**src/rtl/pcat_pkg.sv**
```systemverilog
package pcat_pkg;
    typedef enum logic [1:0] {
        SRC_SLOW = 2'b00,
        SRC_FAST = 2'b01,
        SRC_TMR  = 2'b10,
        SRC_PIN  = 2'b11
    } src_sel_e;

    localparam logic [1:0] A_MODE = 2'd0;
    localparam logic [1:0] A_LO   = 2'd1;
    localparam logic [1:0] A_HI   = 2'd2;
    localparam logic [1:0] A_FLAG = 2'd3;
endpackage

```
**src/rtl/pcat_prescale.sv**
```systemverilog
module pcat_prescale
    import pcat_pkg::*;
#(
    parameter int DIV_SLOW = 12,
    parameter int DIV_FAST = 4,
    localparam int CW = $clog2(DIV_SLOW)
) (
    input  logic     clk,
    input  logic     rst_n,
    input  src_sel_e sel,
    input  logic     x2,
    output logic     tick
);
    typedef struct packed {
        logic [CW-1:0] cnt;
        src_sel_e      sel_prev;
        logic          x2_prev;
    } pre_t;

    pre_t s_d, s_q;
    logic [CW-1:0] lim;
    logic          changed;

    always_comb begin
        int div;
        div = (sel == SRC_SLOW) ? DIV_SLOW : DIV_FAST;
        if (x2) div = div / 2;
        lim     = CW'(div - 1);
        changed = (sel != s_q.sel_prev) || (x2 != s_q.x2_prev);
        tick    = !changed && (s_q.cnt == lim);

        s_d          = s_q;
        s_d.sel_prev = sel;
        s_d.x2_prev  = x2;
        if (changed || s_q.cnt >= lim) s_d.cnt = '0;
        else                            s_d.cnt = s_q.cnt + 1'b1;
    end

    always_ff @(posedge clk or negedge rst_n) begin
        if (!rst_n) s_q <= '{cnt: '0, sel_prev: SRC_SLOW, x2_prev: 1'b0};
        else        s_q <= s_d;
    end
endmodule

```
**src/rtl/pcat_pinsync.sv**
```systemverilog
module pcat_pinsync #(
    parameter int SAMPLE_GAP = 4,
    localparam int PW = (SAMPLE_GAP > 1) ? $clog2(SAMPLE_GAP) : 1
) (
    input  logic clk,
    input  logic rst_n,
    input  logic pin,
    output logic pulse
);
    typedef struct packed {
        logic          s1;
        logic          s2;
        logic [PW-1:0] phase;
        logic          samp;
        logic          pulse;
    } sync_t;

    sync_t s_d, s_q;

    always_comb begin
        s_d       = s_q;
        s_d.s1    = pin;
        s_d.s2    = s_q.s1;
        s_d.pulse = 1'b0;
        if (s_q.phase == PW'(SAMPLE_GAP - 1)) begin
            s_d.phase = '0;
            s_d.samp  = s_q.s2;
            s_d.pulse = !s_q.samp && s_q.s2;
        end else begin
            s_d.phase = s_q.phase + 1'b1;
        end
    end

    always_ff @(posedge clk or negedge rst_n) begin
        if (!rst_n) s_q <= '0;
        else        s_q <= s_d;
    end

    assign pulse = s_q.pulse;
endmodule

```
**src/rtl/pcat_timebase.sv**
```systemverilog
module pcat_timebase
    import pcat_pkg::*;
#(
    parameter int DIV_SLOW   = 12,
    parameter int DIV_FAST   = 4,
    parameter int SAMPLE_GAP = 4,
    localparam int CNT_W     = 16
) (
    input  logic       clk,
    input  logic       rst_n,
    input  logic       x2_mode,
    input  logic       idle,
    input  logic       run,
    input  logic       t0_ovf,
    input  logic       ext_pin,
    input  logic       wr_en,
    input  logic [1:0] addr,
    input  logic [7:0] wdata,
    output logic [7:0] rdata,
    output logic       ovf_flag,
    output logic       irq,
    output logic       wdog_en
);
    typedef struct packed {
        logic             idle_gate;
        logic             wdog;
        src_sel_e         sel;
        logic             ovf_ie;
        logic [CNT_W-1:0] count;
        logic             flag;
    } tb_state_t;

    tb_state_t s_d, s_q;
    logic pre_tick, pin_pulse, src_tick, inc, cnt_wr, flag_wr, wrap;
    logic [CNT_W-1:0] cnt_now;
    logic idle_gate_now;

    pcat_prescale #(.DIV_SLOW(DIV_SLOW), .DIV_FAST(DIV_FAST)) u_pre (
        .clk  (clk),
        .rst_n(rst_n),
        .sel  (s_q.sel),
        .x2   (x2_mode),
        .tick (pre_tick)
    );

    pcat_pinsync #(.SAMPLE_GAP(SAMPLE_GAP)) u_pin (
        .clk  (clk),
        .rst_n(rst_n),
        .pin  (ext_pin),
        .pulse(pin_pulse)
    );

    always_comb begin
        case (s_q.sel)
            SRC_SLOW, SRC_FAST: src_tick = pre_tick;
            SRC_TMR:            src_tick = t0_ovf;
            default:            src_tick = pin_pulse;
        endcase
        inc     = run && src_tick && !(s_q.idle_gate && idle);
        cnt_wr  = wr_en && (addr == A_LO || addr == A_HI);
        flag_wr = wr_en && (addr == A_FLAG);
        wrap    = inc && !cnt_wr && (s_q.count == '1);

        s_d = s_q;
        if (wr_en) begin
            case (addr)
                A_MODE: begin
                    s_d.idle_gate = wdata[7];
                    s_d.wdog      = wdata[6];
                    s_d.sel       = src_sel_e'(wdata[2:1]);
                    s_d.ovf_ie    = wdata[0];
                end
                A_LO:    s_d.count[7:0]  = wdata;
                A_HI:    s_d.count[15:8] = wdata;
                default: s_d.flag        = wdata[0];
            endcase
        end
        if (inc && !cnt_wr) s_d.count = s_q.count + 1'b1;
        if (wrap && !flag_wr) s_d.flag = 1'b1;
    end

    always_ff @(posedge clk or negedge rst_n) begin
        if (!rst_n) s_q <= '{idle_gate: 1'b0, wdog: 1'b0, sel: SRC_SLOW,
                              ovf_ie: 1'b0, count: '0, flag: 1'b0};
        else        s_q <= s_d;
    end

    always_comb begin
        case (addr)
            A_MODE:  rdata = {s_q.idle_gate, s_q.wdog, 3'b000, s_q.sel, s_q.ovf_ie};
            A_LO:    rdata = s_q.count[7:0];
            A_HI:    rdata = s_q.count[15:8];
            default: rdata = {7'b0, s_q.flag};
        endcase
    end

    assign ovf_flag      = s_q.flag;
    assign irq           = s_q.flag && s_q.ovf_ie;
    assign wdog_en       = s_q.wdog;
    assign cnt_now       = s_q.count;
    assign idle_gate_now = s_q.idle_gate;
endmodule

```
**config.mk**
```make
export PLATFORM = sky130hd
export DESIGN_NAME = pcat_timebase
export DESIGN_NICKNAME = d
export VERILOG_FILES = /design/src/rtl/pcat_pkg.sv /design/src/rtl/pcat_prescale.sv /design/src/rtl/pcat_pinsync.sv /design/src/rtl/pcat_timebase.sv
export SDC_FILE = /design/constraint.sdc
export NUM_CORES = 1
export LEC_CHECK = 0
export BUFFER_PORTS_ARGS = -buffer_cell sky130_fd_sc_hd__buf_2
export CAP_MARGIN = 10
export CORE_MARGIN = 10
export CORE_UTILIZATION = 45
export DETAILED_ROUTE_END_ITERATION = 7
export PLACE_DENSITY = 0.62
export SYNTH_ARGS = -nofsm -noshare
export SYNTH_HDL_FRONTEND = slang
export SYNTH_HIERARCHICAL = 1
export SYNTH_SLANG_ARGS = --single-unit
```
**constraint.sdc**
```tcl
create_clock -name clk -period 3.5 [get_ports clk]
set_input_delay 0.35 -clock clk [delete_from_list [all_inputs] [get_ports clk]]
set_output_delay 0.35 -clock clk [all_outputs]
set_load 0.05 [all_outputs]
```
==> summary.txt <==
Synth
  – Primary FF master, synth: dfrtp_1
  – Syn_nets: between 200 and 250
  – Cells after Synth: roughly 210
  – Cell taking the most area after synthesis: dfrtp_1
  – Synth Cell Area: 2140 um2
  – Top post-synthesis cells by area: dfrtp_1, ha_1, mux2i_1, mux2_2, nor3_1
  – Post-synthesis cell type count: 45
  – Synth top area share: 0.408
  – Synth Register Bits: 35
  – Post-synth EDFFs: 0
  – Post-synth ARST share: 1.00
  – Syn_area_per_cell: just over 10 um2
  – Synth Warn #: 6
  – Sequential area share after synthesis: 0.408

Clocking
  – H-tree level count: 2
  – CTS Hold Buffers Added: 0
  – Reg clk slew, reported paths: roughly 0.07 ns
  – TritonCTS clock tree: done
  – Post-CTS Setup Bufs: 0
  – Clk Latency, worst-skew pair: 0.28 ns
  – Root Buffer: clkbuf_8
  – Post-cts resize count: 0
  – CTS Buf Count: 5
  – CTS Sinks: 35
  – CTS max path bufs: 2

Global routing
  – Total gr overflow: 0
  – Vias in the first global route: 1,708
  – GRT Resource Usage Total: 0.142
  – Largest net degree at the start of global routing: 36
  – Initial antenna violation count: 0
  – First-pass GRT wire length: 8710 um

Timing
  – Max Clock Skew: 0.00661 ns
  – Final worst path period share: 0.799
  – Minimum clock period: about 2.8 ns
  – Slew @ Worst Pin: 0.795 ns
  – Max Slew Vio Count: 0
  – RSZ-0062 raised after global routing: no
  – Final setup TNS: 0 ns
  – Peak Freq: 358 MHz
  – Final setup vio count: 0
  – Max-Slew Margin vs Limit: 0.470
  – Final hold vios: 0

Run
  – Max Cap Violations: 0

Setup path
  – Reg2Reg Setup Slack: 0.71 ns
  – Critical path class: reg2reg
  – Reg2Reg Depth: 8
  – RR Startpoint: s_q[18]$_DFFE_PN0P_
  – Crit. Startpoint: s_q[18]$_DFFE_PN0P_
  – CP Data Required Time: ~3.7 ns
  – Max FO, Critical Path: 14
  – CP arrival: 2.97 ns
  – Startpoint types: register
  – Worst reg2reg endpoint: cnt_now[4]$_DFFE_PN0P_
  – CP endpoint kind: register

Drt
  – Wire per inst: 18.6 um
  – Antenna-violating nets left: 0
  – Avg Vias per Cell: 6.09
  – Via Count: 1,760
  – DRC Markers: 0
  – DR iter-0 viols: 184
  – Routed WL: 5390 um
  – First-pass DRT Iterations: 5

Cells and area
  – Multi-input logic area: 1160 um2
  – Leading cell type in the layout, fill and taps excluded: dfrtp_1
  – Post-layout util: 0.508
  – Most frequent cells in the layout: dfrtp_1, buf_2, nor2_1
  – Cell area after layout: ~2400 um2
  – # nets final: 263
  – Antenna Cells: 0
  – FILL cells: 435
  – Sequential cell area: 876 um2
  – Fraction of layout cells with a size suffix above 1: 0.221
  – Synth-to-layout area growth: 10.3%

Hold path
  – Worst Hold Class: in2async

Floorplanning
  – Chip height: 89.0 um
  – Row count: 25
  – Die footprint: 7930 um2
  – Core area: 4660 um2
  – I/O pins: 29
  – Initial core utilization: 0.460
  – Die width: 89.0 um

Placement
  – IO buf count: 28
  – GP Congestion: a little under 0.9
  – Placed inst area: 2280 um2
  – HPWL Detailed: 3870 um

Run status
  – Outcome: finished clean

Pwr
  – Total Power: 0.00125 W
  – Pwr dens: 529 nW/um2
  – Lkg Pwr: 1.05 nW
  – VDD IR-drop max: 0.222 mV
-- power breakdown --
group | internal (W) | switching, W | total, W
combinational | 0.000144 | 0.000238 | 0.000383
clock | 0.000140 | 0.000146 | 0.000286
sequential | 0.000478 | 0.000105 | 0.000583
-- synth_stat cells, types with 4 or more instances --
| library cell | instances |
|---|---|
| dfrtp_1 | 35 |
| nor2_1 | 15 |
| nand2_1 | 13 |
| nor3_1 | 13 |
| inv_1 | 12 |
| mux2i_1 | 12 |
| ha_1 | 11 |
| nand3_1 | 9 |
| nand4_1 | 7 |
| buf_2 | 6 |
| mux2_2 | 6 |
| a222oi_1 | 5 |
| and2_1 | 5 |
| or3_1 | 5 |
| a21oi_1 | 4 |
| clkbuf_1 | 4 |
| o221a_1 | 4 |
| xnor2_1 | 4 |
-- area by class of cell --
type                            instances  share of cell area
Timing Repair Buffer                   28              0.0592
Clock buffer                            7              0.0323
Tap cell                               54              0.0286
Inverter                               12              0.0190
Clock inverter                          1             0.00212
Multi-Input combinational cell        152               0.489
Sequential cell                        35               0.370
-- per-stage QoR --
step	setup slack (ns)	instances	hold slack (ns)
2_1_floorplan	1.06	211	0.0544
6_report	0.705	289	0.148
5_1_grt	0.553	289	0.158
4_1_cts	0.715	289	0.165
3_5_place_dp	0.719	281	0.339
3_3_place_gp	0.801	281	0.333
-- state kept, by name, indices dropped and copies added (netlist names) --
signal,cells
u_pin/s_q,4
idle_gate_now,1
u_pin/s_d,1
cnt_now,16
u_pre/s_q,7
u_pin/pulse,1
ovf_flag,1
wdog_en,1
s_q,3
-- worst max-delay path by stage --
stage | end | slack [ns]
after floorplan | cnt_now[4]$_DFFE_PN0P_ | 1.06
after global placement | cnt_now[4]$_DFFE_PN0P_ | 0.80
after detailed placement | cnt_now[4]$_DFFE_PN0P_ | 0.72
after CTS | cnt_now[4]$_DFFE_PN0P_ | 0.71
after global routing | cnt_now[4]$_DFFE_PN0P_ | 0.55
final | cnt_now[4]$_DFFE_PN0P_ | 0.71
-- kinds of logic (layout without fill, tap and decap cells) --
logic type               after synthesis  count (layout)  share of synthesized area
AND/OR/NAND/NOR                       80              80                      0.199
adder cells (fa/ha/maj)               11              11                     0.0642
XOR/XNOR                               5               5                     0.0204
multiplexers                          21              21                      0.107
flip-flops                            35              35                      0.408
AO/OA/AOI/OAI                         35              35                      0.149
buffers and inverters                 24              48                     0.0525
-- worst max-delay path, cell delays in order (launching register included) --
cell and delay, ns:
dfrtp_1 0.47, or3_2 0.51, ha_1 0.30, nand4_1 0.11, nor2_1 0.11, o21a_1 0.18
o211ai_2 0.31, mux2_1 0.40, a221o_1 0.29
-- per-layer routing --
metal	vias up	track usage	routed length, um
met5	-	0	0
met4	0	0.0549	92
met3	6	0.0419	448
met2	63	0.198	2320
met1	857	0.200	2520
li1	834	-	-
No activity file was read; power rests on OpenSTA's default activity.
